`src/rtl/sram_ctl_pkg.sv`:
```
package sram_ctl_pkg;
  typedef enum logic [2:0] {
    ST_IDLE,
    ST_READ_WAIT,
    ST_WR_SETUP,
    ST_WR_PULSE,
    ST_DONE
  } ctl_state_e;
endpackage

```
`src/rtl/sram_cyc_timer.sv`:
```
module sram_cyc_timer #(
  parameter int CNT_W = 2
) (
  input  logic             clk_i,
  input  logic             rst_ni,
  input  logic             load_i,
  input  logic [CNT_W-1:0] val_i,
  output logic             zero_o
);
  logic [CNT_W-1:0] cnt_q;

  always_ff @(posedge clk_i or negedge rst_ni) begin
    if (!rst_ni)             cnt_q <= '0;
    else if (load_i)         cnt_q <= val_i;
    else if (cnt_q != '0)    cnt_q <= cnt_q - 1'b1;
  end

  assign zero_o = (cnt_q == '0);
endmodule

```
`src/rtl/sram_ctl_seq.sv`:
```
module sram_ctl_seq import sram_ctl_pkg::*; #(
  parameter int RD_CYC   = 2,
  parameter int TURN_CYC = 1,
  parameter int WE_CYC   = 2
) (
  input  logic       clk_i,
  input  logic       rst_ni,
  input  logic       req_i,
  input  logic       wr_i,
  output ctl_state_e state_o,
  output ctl_state_e state_d_o,
  output logic       accept_o,
  output logic       sample_o
);
  localparam int MAX_A   = (RD_CYC > TURN_CYC) ? RD_CYC : TURN_CYC;
  localparam int MAX_CYC = (MAX_A > WE_CYC) ? MAX_A : WE_CYC;
  localparam int CNT_W   = $clog2(MAX_CYC + 1);

  ctl_state_e       state_q, state_d;
  logic             load;
  logic [CNT_W-1:0] load_val;
  logic             zero;

  sram_cyc_timer #(.CNT_W(CNT_W)) u_timer (
    .clk_i  (clk_i),
    .rst_ni (rst_ni),
    .load_i (load),
    .val_i  (load_val),
    .zero_o (zero)
  );

  always_comb begin
    state_d  = state_q;
    load     = 1'b0;
    load_val = '0;
    unique case (state_q)
      ST_IDLE: if (req_i) begin
        load = 1'b1;
        if (wr_i) begin
          state_d  = ST_WR_SETUP;
          load_val = CNT_W'(TURN_CYC - 1);
        end else begin
          state_d  = ST_READ_WAIT;
          load_val = CNT_W'(RD_CYC - 1);
        end
      end
      ST_READ_WAIT: if (zero) state_d = ST_DONE;
      ST_WR_SETUP: if (zero) begin
        state_d  = ST_WR_PULSE;
        load     = 1'b1;
        load_val = CNT_W'(WE_CYC - 1);
      end
      ST_WR_PULSE: if (zero) state_d = ST_DONE;
      ST_DONE:     state_d = ST_IDLE;
      default:     state_d = ST_IDLE;
    endcase
  end

  always_ff @(posedge clk_i or negedge rst_ni) begin
    if (!rst_ni) state_q <= ST_IDLE;
    else         state_q <= state_d;
  end

  assign state_o   = state_q;
  assign state_d_o = state_d;
  assign accept_o  = (state_q == ST_IDLE) && req_i;
  assign sample_o  = (state_q == ST_READ_WAIT) && zero;


  done_then_idle_chk: assert property (@(posedge clk_i) disable iff (!rst_ni)
    (state_q == ST_DONE) |=> (state_q == ST_IDLE));

  busy_no_accept_chk: assert property (@(posedge clk_i) disable iff (!rst_ni)
    (state_q != ST_IDLE) |=> ((state_q != ST_READ_WAIT && state_q != ST_WR_SETUP) || $stable(state_q) || $past(state_q) == ST_IDLE));
endmodule

```
`src/rtl/sram_pin_drv.sv`:
```
module sram_pin_drv import sram_ctl_pkg::*; (
  input  logic       clk_i,
  input  logic       rst_ni,
  input  ctl_state_e state_d_i,
  input  logic       wr_d_i,
  output logic       ce1_n_o,
  output logic       ce2_o,
  output logic       we_n_o,
  output logic       oe_n_o,
  output logic       dq_oe_o
);
  logic sel_d, oe_d, we_d, drv_d;

  always_comb begin
    sel_d = (state_d_i != ST_IDLE);
    oe_d  = (state_d_i == ST_READ_WAIT);
    we_d  = (state_d_i == ST_WR_PULSE);
    drv_d = (state_d_i == ST_WR_PULSE) || ((state_d_i == ST_DONE) && wr_d_i);
  end

  // pins are registered from next state so they switch glitch-free with it
  always_ff @(posedge clk_i or negedge rst_ni) begin
    if (!rst_ni) begin
      ce1_n_o <= 1'b1;
      ce2_o   <= 1'b0;
      we_n_o  <= 1'b1;
      oe_n_o  <= 1'b1;
      dq_oe_o <= 1'b0;
    end else begin
      ce1_n_o <= !sel_d;
      ce2_o   <= sel_d;
      we_n_o  <= !we_d;
      oe_n_o  <= !oe_d;
      dq_oe_o <= drv_d;
    end
  end


  no_bus_fight_chk: assert property (@(posedge clk_i) disable iff (!rst_ni)
    !(!oe_n_o && dq_oe_o));

  sel_pair_chk: assert property (@(posedge clk_i) disable iff (!rst_ni)
    ce1_n_o == !ce2_o);

  we_needs_data_chk: assert property (@(posedge clk_i) disable iff (!rst_ni)
    !we_n_o |-> (dq_oe_o && !ce1_n_o));
endmodule

```
`src/rtl/sram_port_ctl.sv`:
```
module sram_port_ctl import sram_ctl_pkg::*; #(
  parameter int ADDR_W   = 17,
  parameter int DATA_W   = 8,
  parameter int RD_CYC   = 2,
  parameter int TURN_CYC = 1,
  parameter int WE_CYC   = 2
) (
  input  logic              clk_i,
  input  logic              rst_ni,
  input  logic              req_i,
  input  logic              wr_i,
  input  logic [ADDR_W-1:0] addr_i,
  input  logic [DATA_W-1:0] wdata_i,
  output logic              ready_o,
  output logic              done_o,
  output logic [DATA_W-1:0] rdata_o,
  output logic [ADDR_W-1:0] sram_addr_o,
  input  logic [DATA_W-1:0] sram_dq_i,
  output logic [DATA_W-1:0] sram_dq_o,
  output logic              sram_dq_oe_o,
  output logic              sram_ce1_n_o,
  output logic              sram_ce2_o,
  output logic              sram_we_n_o,
  output logic              sram_oe_n_o
);
  localparam int WCNT_W = $clog2(WE_CYC + 2);

  ctl_state_e        state_q, state_d;
  logic              accept, sample;
  logic              wr_q, wr_d;
  logic [ADDR_W-1:0] addr_q;
  logic [DATA_W-1:0] wdata_q, rdata_q;

  sram_ctl_seq #(
    .RD_CYC   (RD_CYC),
    .TURN_CYC (TURN_CYC),
    .WE_CYC   (WE_CYC)
  ) u_seq (
    .clk_i     (clk_i),
    .rst_ni    (rst_ni),
    .req_i     (req_i),
    .wr_i      (wr_i),
    .state_o   (state_q),
    .state_d_o (state_d),
    .accept_o  (accept),
    .sample_o  (sample)
  );

  assign wr_d = accept ? wr_i : wr_q;

  sram_pin_drv u_pins (
    .clk_i     (clk_i),
    .rst_ni    (rst_ni),
    .state_d_i (state_d),
    .wr_d_i    (wr_d),
    .ce1_n_o   (sram_ce1_n_o),
    .ce2_o     (sram_ce2_o),
    .we_n_o    (sram_we_n_o),
    .oe_n_o    (sram_oe_n_o),
    .dq_oe_o   (sram_dq_oe_o)
  );

  always_ff @(posedge clk_i or negedge rst_ni) begin
    if (!rst_ni) begin
      wr_q    <= 1'b0;
      addr_q  <= '0;
      wdata_q <= '0;
    end else if (accept) begin
      wr_q    <= wr_i;
      addr_q  <= addr_i;
      wdata_q <= wdata_i;
    end
  end

  always_ff @(posedge clk_i or negedge rst_ni) begin
    if (!rst_ni)     rdata_q <= '0;
    else if (sample) rdata_q <= sram_dq_i;
  end

  assign ready_o     = (state_q == ST_IDLE);
  assign done_o      = (state_q == ST_DONE);
  assign rdata_o     = rdata_q;
  assign sram_addr_o = addr_q;
  assign sram_dq_o   = wdata_q;

  // checker state: length of the current write strobe
  logic [WCNT_W-1:0] we_cnt_q;
  always_ff @(posedge clk_i or negedge rst_ni) begin
    if (!rst_ni)           we_cnt_q <= '0;
    else if (!sram_we_n_o) we_cnt_q <= we_cnt_q + 1'b1;
    else                   we_cnt_q <= '0;
  end


  we_pulse_len_chk: assert property (@(posedge clk_i) disable iff (!rst_ni)
    $rose(sram_we_n_o) |-> (we_cnt_q == WCNT_W'(WE_CYC)));

  we_end_selected_chk: assert property (@(posedge clk_i) disable iff (!rst_ni)
    $rose(sram_we_n_o) |-> (!sram_ce1_n_o && sram_ce2_o && sram_dq_oe_o));

  addr_hold_chk: assert property (@(posedge clk_i) disable iff (!rst_ni)
    !ready_o |=> $stable(sram_addr_o));

  idle_no_we_chk: assert property (@(posedge clk_i) disable iff (!rst_ni)
    ready_o |-> sram_we_n_o);

  sample_under_oe_chk: assert property (@(posedge clk_i) disable iff (!rst_ni)
    sample |-> !sram_oe_n_o);

  done_pulse_chk: assert property (@(posedge clk_i) disable iff (!rst_ni)
    done_o |=> (!done_o && ready_o));

  rdata_on_write_chk: assert property (@(posedge clk_i) disable iff (!rst_ni)
    (wr_q && !ready_o) |=> $stable(rdata_o));
endmodule

```
`config.mk`:
```
export PLATFORM = sky130hd
export DESIGN_NAME = sram_port_ctl
export DESIGN_NICKNAME = d
export VERILOG_FILES = /design/src/rtl/sram_ctl_pkg.sv /design/src/rtl/sram_cyc_timer.sv /design/src/rtl/sram_ctl_seq.sv /design/src/rtl/sram_pin_drv.sv /design/src/rtl/sram_port_ctl.sv
export SDC_FILE = /design/constraint.sdc
export NUM_CORES = 1
export LEC_CHECK = 0
export BUFFER_PORTS_ARGS = -buffer_cell sky130_fd_sc_hd__buf_2
export CORE_MARGIN = 2
export CORE_UTILIZATION = 50
export DETAILED_ROUTE_END_ITERATION = 10
export HOLD_SLACK_MARGIN = 0.15
export PLACE_DENSITY_LB_ADDON = 0.25
export SLEW_MARGIN = 20
export SYNTH_ARGS = -nofsm -noshare
export SYNTH_HDL_FRONTEND = slang
export SYNTH_SLANG_ARGS = --single-unit
```
`constraint.sdc`:
```
create_clock -name clk_i -period 4.4 [get_ports clk_i]
set_clock_uncertainty 0.15 [all_clocks]
set_input_delay 1.1 -clock clk_i [delete_from_list [all_inputs] [get_ports clk_i]]
set_output_delay 1.1 -clock clk_i [all_outputs]
set_load 0.005 [all_outputs]
```
==> results of run 1 <==
[cells in the mapped netlist, types with 3 or more instances]
cell and instances:
dfrtp_1 41, mux2_2 26, mux2_1 8, nor2_1 8, inv_1 5, buf_2 3, buf_6 3, dfstp_2 3
nor3_1 3
[worst register-to-register path: stages, from the launching register on]
cell and delay [ps]:
dfrtp_1 550, nor4b_4 840, buf_4 380, o21ai_1 100
a221o_1 290
[registers in the layout, summed over array words and instances (netlist names)]
name	flops
u_pins.ce2_o	1
u_seq.state_o	3
u_seq.u_timer.cnt_q	2
sram_dq_o	8
u_pins.oe_n_o	1
rdata_o	8
u_pins.ce1_n_o	1
wr_q	1
u_pins.dq_oe_o	1
u_pins.we_n_o	1
sram_addr_o	17
[routing by layer]
layer  vias up  GRT usage [%]  part of all wire [%]
met4         0           8.70                   1.6
li1        564              -                     -
met2        49           30.3                    52
met3         6           4.46                   7.0
met1       583           17.8                    39
met5         -              0                     0
[layout make-up]
class | instances | area (µm²) | area share, %
clock inverters | 2 | 35.0 | 1.57
well taps | 46 | 57.6 | 2.58
multi-input cells | 62 | 584 | 26.2
repair buffers | 77 | 388 | 17.4
clock buffers | 6 | 41.3 | 1.85
inverters | 5 | 18.8 | 0.842
flip-flops and latches | 44 | 1100 | 49.6
[cell families after synthesis]
| kind of cell | after synthesis | synth area share, % |
|---|---|---|
| compound gates | 8 | 3.48 |
| xor+xnor | 1 | 0.497 |
| fa+ha+maj | 1 | 0.709 |
| buf+inv | 12 | 4.26 |
| flops | 44 | 62.6 |
| mux | 34 | 21.7 |
| simple gates | 18 | 6.74 |
[stage by stage]
| stage | instance area, µm² | cells | util [%] | total power, mW |
|---|---|---|---|---|
| after CTS | 2230 | 242 | 66.3 | 1.62 |
| final | 2230 | 242 | 66.3 | 1.60 |
| after floorplan | 1760 | 118 | - | 1.14 |
| after global routing | 2230 | 242 | 66.3 | 1.72 |
| after detailed placement | 2150 | 234 | 64.0 | 1.38 |
| after global placement | 2150 | 234 | 64.0 | 1.34 |
[where the power goes]
part | internal [mW] | switching [mW] | total (mW)
clock network | 0.119 | 0.121 | 0.240
logic | 0.362 | 0.261 | 0.623
registers | 0.611 | 0.125 | 0.736
[cell usage in the layout (no fill, tap or decap), types with 3 or more instances in the layout]
master    count
buf_2        76
clkbuf_4      5
dfrtp_1      41
dfstp_2       3
inv_1         5
mux2_1        8
mux2_2       26
nor2_1        8
nor3_1        3
[worst min path at each step]
stage                          startpoint         endpoint  slack [ps]  cells past startpoint
after floorplan                      wr_q             wr_q         320                      1
after global placement     sram_addr_o[7]   sram_addr_o[7]         310                      1
after detailed placement  sram_addr_o[11]  sram_addr_o[11]         320                      1
after CTS                 sram_addr_o[11]  sram_addr_o[11]         350                      1
after global routing      sram_addr_o[12]  sram_addr_o[12]         370                      1
final                     sram_addr_o[11]  sram_addr_o[11]         350                      1
==> flow_summary_export.csv, run 1 <==
group,metric,value,unit
power,power.leakage,1.10,nW
timing,setup_violations,0,
floorplan,core,3360,µm²
timing,hold_viol,0,
drt,drt-initial-drc-count,51,
synth,syn_avg_cell_area,15.0,µm²
floorplan,die_x,63.4,µm
min_path,hp-class,"reg2reg",
setup_path,cp.arrival,2700,ps
synth,syn_inst,118,
drt,ant_nets,0,
job,cap_violations,0,
drt,drc,0,
drt,post_drt_wl_per_cell,13.3,µm
cts,root_buffer,"clkbuf_4",
cts,cts.sinks,44,
synth,async_flop_share,100,%
cts,cts_tree,"yes",
synth,synth_top_area_share,58.2,%
timing,slew_headroom,39.0,%
floorplan,die_y,63.4,µm
timing,layout_setup_ws,1780,ps
synth,ys_seq_elements,44,
final_layout,drive_gt1_share,59.2,%
place,gp_congestion,0.774,
cts,worstSkewPairLatency,340,ps
drt,first_pass_iters,2,
place,place_hpwl,2.42,mm
setup_path,crit_path_cell_trace,"buf_2 -> nor4b_4 -> buf_4 -> o21ai_1 -> a221o_1",
setup_path,crit_cells,5,
synth,yosys-top-cells-area,"dfrtp_1 (58%), mux2_2 (17%), mux2_1 (5.1%)",
final_layout,n_antenna_cell,0,
setup_path,critPathRequiredTime,4480,ps
grt,grt_max_degree,45,
floorplan,die_area,4020,µm²
setup_path,end_kind,"flop",
synth,syn-cell-area,1760,µm²
power,power_density,717,nW/µm²
setup_path,timing.rr.end,"u_seq.u_timer.cnt_q[0]",
place,numPortBuffers,76,
synth,ys_warn_count,0,
floorplan,num_rows,21,
synth,syn-num-nets,156,
setup_path,crit_type,"in2reg",
setup_path,crit_fanout,17,
timing,final-max-slew-violation-count,0,
setup_path,critical-path-top-delay-family,"simple AND/OR/NAND/NOR gates",
setup_path,max_stage_delay,710,ps
cts,cts_max_path_buffers,2,
timing,hold_ws,346,ps
setup_path,reg2reg_from,"u_seq.state_o[1]",
synth,synth_top_cell_by_area,"dfrtp_1",
timing,timing.fmax,0.382,GHz
grt,grt_pass1_vias,1245,
setup_path,crit_buf_inv,2,
cts,htreeDepth,2,
run_status,status,"finished, final reports clean",
drt,vias_per_cell,4.97,
cts,cts_resized,0,
timing,tns,0,ps
setup_path,critPathLaunch,"req_i",
synth,synthDistinctLibCells,27,
timing,rsz0062_at_grt,"false",
cts,postCtsSetupRepairBufs,0,
synth,synth_ff_type,"dfrtp_1",
final_layout,final_nets,233,
setup_path,critPathSlowestCell,"nor4b_4",
synth,synth-edff-count,0,
cts,clkTransAtPathRegs,110,ps
timing,tightestPinTransition,914,ps
grt,grt_overflow_total,0,
floorplan,start_util,52.5,%
cts,postCtsHoldBufs,0,
final_layout,syn_to_final_growth,26.4,%
timing,period_minus_slack,2620,ps
timing,fin_crit_sh,59.6,%
synth,yosysSeqAreaShare,62.6,%
drt,vias,1202,
setup_path,endpoint,"u_seq.u_timer.cnt_q[0]",
grt,track_usage,16.8,%
final_layout,fillers,277,
setup_path,rrSetupSlack,1990,ps
floorplan,io_pins,77,
power,vdd_ir_drop_max,0.000364,V
cts,cts_made_buffers,5,
setup_path,start_kind,"primary input",
setup_path,reg2reg_depth,4,
grt,grt_pass1_wl,5.20,mm
drt,wirelength,3.22,mm
place,place_ws,1390,ps
grt,antenna_found_initial,0,
Note: power is estimated with default switching activity, not from simulation.
==> run 2, diff against run 1 <==
Settings changed: ABC_AREA from default to 1, CORE_UTILIZATION 50 to 43.
Clock period 4.4 ns to 2.3 ns, I/O delays scaled along.
==> run 2 against run 1 <==
Flip-flop and latch count unchanged. Clock power grew 140%. Critical path type is now reg2out. Synthesized cell count grew 66%. Combinational power grew 110%. Area after synthesis up 7.4%. Worst setup slack got worse by 1400 ps.
==> flow_summary_export.csv, run 2 <==
group,metric,value,unit
run_status,status,"finished, final reports clean",
setup_path,critPathSlowestCell,"dfrtp_1",
grt,track_usage,16.1,%
timing,fin_crit_sh,85.6,%
final_layout,syn_to_final_growth,27.1,%
job,cap_violations,0,
synth,synth-edff-count,0,
final_layout,n_antenna_cell,0,
place,placed_area,2300,µm²
timing,slew_headroom,63.4,%
drt,drt-initial-drc-count,119,
cts,cts_made_buffers,5,
setup_path,crit_type,"reg2out",
timing,tns,0,ps
timing,hold_ws,205,ps
timing,setup_violations,0,
synth,syn-cell-area,1900,µm²
timing,layout_setup_ws,331,ps
cts,clkTransAtPathRegs,80,ps
grt,grt_overflow_total,0,
final_layout,final_area,2410,µm²
power,power.share.clock,17.8,%
synth,syn_inst,196,
drt,first_pass_iters,4,
synth,yosysSeqAreaShare,58.3,%
synth,synth_top_family_by_area,"simple AND/OR/NAND/NOR gates",
place,gp_congestion,0.815,
setup_path,rrSetupSlack,600,ps
min_path,hp-class,"in2async",
synth,ys_top_cells_by_count,"nand2_1 (53), dfrtp_1 (41), inv_1 (33)",
power,switchingPower,1.19,mW
final_layout,largest_reg_flops,17,
synth,async_flop_share,100,%
floorplan,die_x,70.4,µm
cts,cts_resized,0,
floorplan,core,4290,µm²
timing,rsz0062_at_grt,"false",
timing,timing.fmax,0.508,GHz
synth,ys_seq_elements,44,
drt,vias_per_cell,4.58,
grt,grt_pass1_wl,6.33,mm
setup_path,cp_common_cell,"inv_1",
power,power_density,1350,nW/µm²
setup_path,max_stage_delay,420,ps
power,power.leakage,1.39,nW
setup_path,cp.arrival,1240,ps
drt,drc,0,
timing,period_minus_slack,1970,ps
place,place_hpwl,2.60,mm
synth,synthAdderAreaFrac,0.660,%
timing,tightestPinTransition,550,ps
synth,yosys.area_share.simple,20.1,%
final_layout,stdcell_count,329,
setup_path,crit_fanout,11,
grt,grt_pass1_vias,1433,
power,seqPwrFrac,41.1,%
power,p_comb_share,41.1,%
drt,wirelength,3.65,mm
drt,ant_nets,0,
drt,post_drt_wl_per_cell,11.1,µm
setup_path,end_kind,"primary output",
synth,synth_compound_area_share,10.6,%
cts,cts_tree,"yes",
place,place_ws,519,ps
setup_path,reg2reg_depth,5,
synth,synth_top_area_share,54.1,%
grt,antenna_found_initial,0,
synth,syn-num-nets,234,
synth,synth_ff_type,"dfrtp_1",
cts,postCtsHoldBufs,0,
floorplan,start_util,44.1,%
setup_path,crit_path_cell_trace,"inv_1 -> buf_4 -> nand2_1 -> inv_1 -> buf_2",
final_layout,final_nets,314,
floorplan,die_area,4960,µm²
floorplan,num_rows,24,
final_layout,final_common_cell,"buf_2",
timing,hold_viol,0,
final_layout,drive_gt1_share,41.9,%
cts,root_buffer,"clkbuf_8",
cts,postCtsSetupRepairBufs,0,
cts,worstSkewPairLatency,290,ps
synth,synth.area.mux_share,0,%
synth,yosysMostFrequentCell,"nand2_1",
floorplan,die_y,70.4,µm
timing,final-max-slew-violation-count,0,
final_layout,layout_common_cells,"buf_2 (76), nand2_1 (53), dfrtp_1 (41)",
final_layout,fillers,408,
place,dp.cells,321,
power,vdd_ir_drop_max,0.000544,V
power,internal_power,2.05,mW
synth,syn_avg_cell_area,9.67,µm²
drt,vias,1508,
synth,synthDistinctLibCells,21,
synth,synth_top_cell_by_area,"dfrtp_1",
cts,htreeDepth,2,
synth,synthXorXnorAreaFrac,0,%
floorplan,io_pins,77,
setup_path,start_kind,"flop",
cts,cts.sinks,44,
grt,grt_max_degree,45,
place,numPortBuffers,76,
power,swShare,36.7,%
setup_path,critPathRequiredTime,1570,ps
synth,yosys-top-cells-area,"dfrtp_1 (54%), nand2_1 (10%), o21ai_2 (8.8%)",
synth,ys_warn_count,0,
cts,cts_max_path_buffers,2,
==> run 2: logic make-up after synthesis <==
family	after synthesis
AND/OR/NAND/NOR	84
flip-flops	44
buffers and inverters	41
AO/OA/AOI/OAI	26
adder cells (fa/ha/maj)	1
==> run 2: final timing paths <==
path,startpoint,to
setup reg to reg,u_seq.state_o[2],sram_addr_o[7]
min in group clk_i,rdata_o[2],rdata_o[2]
hold reg to reg,rdata_o[2],rdata_o[2]
max in group asynchronous,rst_ni,u_pins.we_n_o
setup / recovery,u_seq.state_o[1],ready_o
hold / removal,rst_ni,sram_addr_o[9]
==> run 2: cell type report <==
class | count | area, µm² | area share, %
Timing Repair Buffer | 80 | 410 | 17.0
Sequential cell | 44 | 1100 | 45.8
Inverter | 34 | 128 | 5.30
Clock inverter | 2 | 35.0 | 1.45
Tap cell | 52 | 65.1 | 2.70
Clock buffer | 6 | 72.6 | 3.01
Multi-Input combinational cell | 111 | 594 | 24.7
==> run 2: stage by stage <==
step	util [%]	total power, mW
2_1_floorplan	-	2.23
3_3_place_gp	53.6	2.66
3_5_place_dp	53.6	2.70
4_1_cts	56.1	3.29
5_1_grt	56.1	3.55
6_report	56.1	3.24
==> run 2: metal layers <==
layer	global-route usage [%]	share of wire (%)	wire, µm
met1	21.6	45	1650
met2	25.3	45	1660
met3	4.33	7.9	290
met4	5.13	1.5	55
met5	0	0	0
==> run 2: power by group through the flow <==
stage          clock network (mW)  registers [mW]  logic (mW)
6_report                    0.577            1.33        1.33
3_3_place_gp                    0            1.35        1.31
5_1_grt                     0.632            1.38        1.53
2_1_floorplan                   0            1.37       0.857
4_1_cts                     0.595            1.34        1.36
3_5_place_dp                    0            1.34        1.36
==> run 2: worst max-delay path, delay by kind of cell, from the launching register on <==
family | cells | cell delay [ps]
buf+inv | 4 | 470
flops | 1 | 420
simple gates | 1 | 70
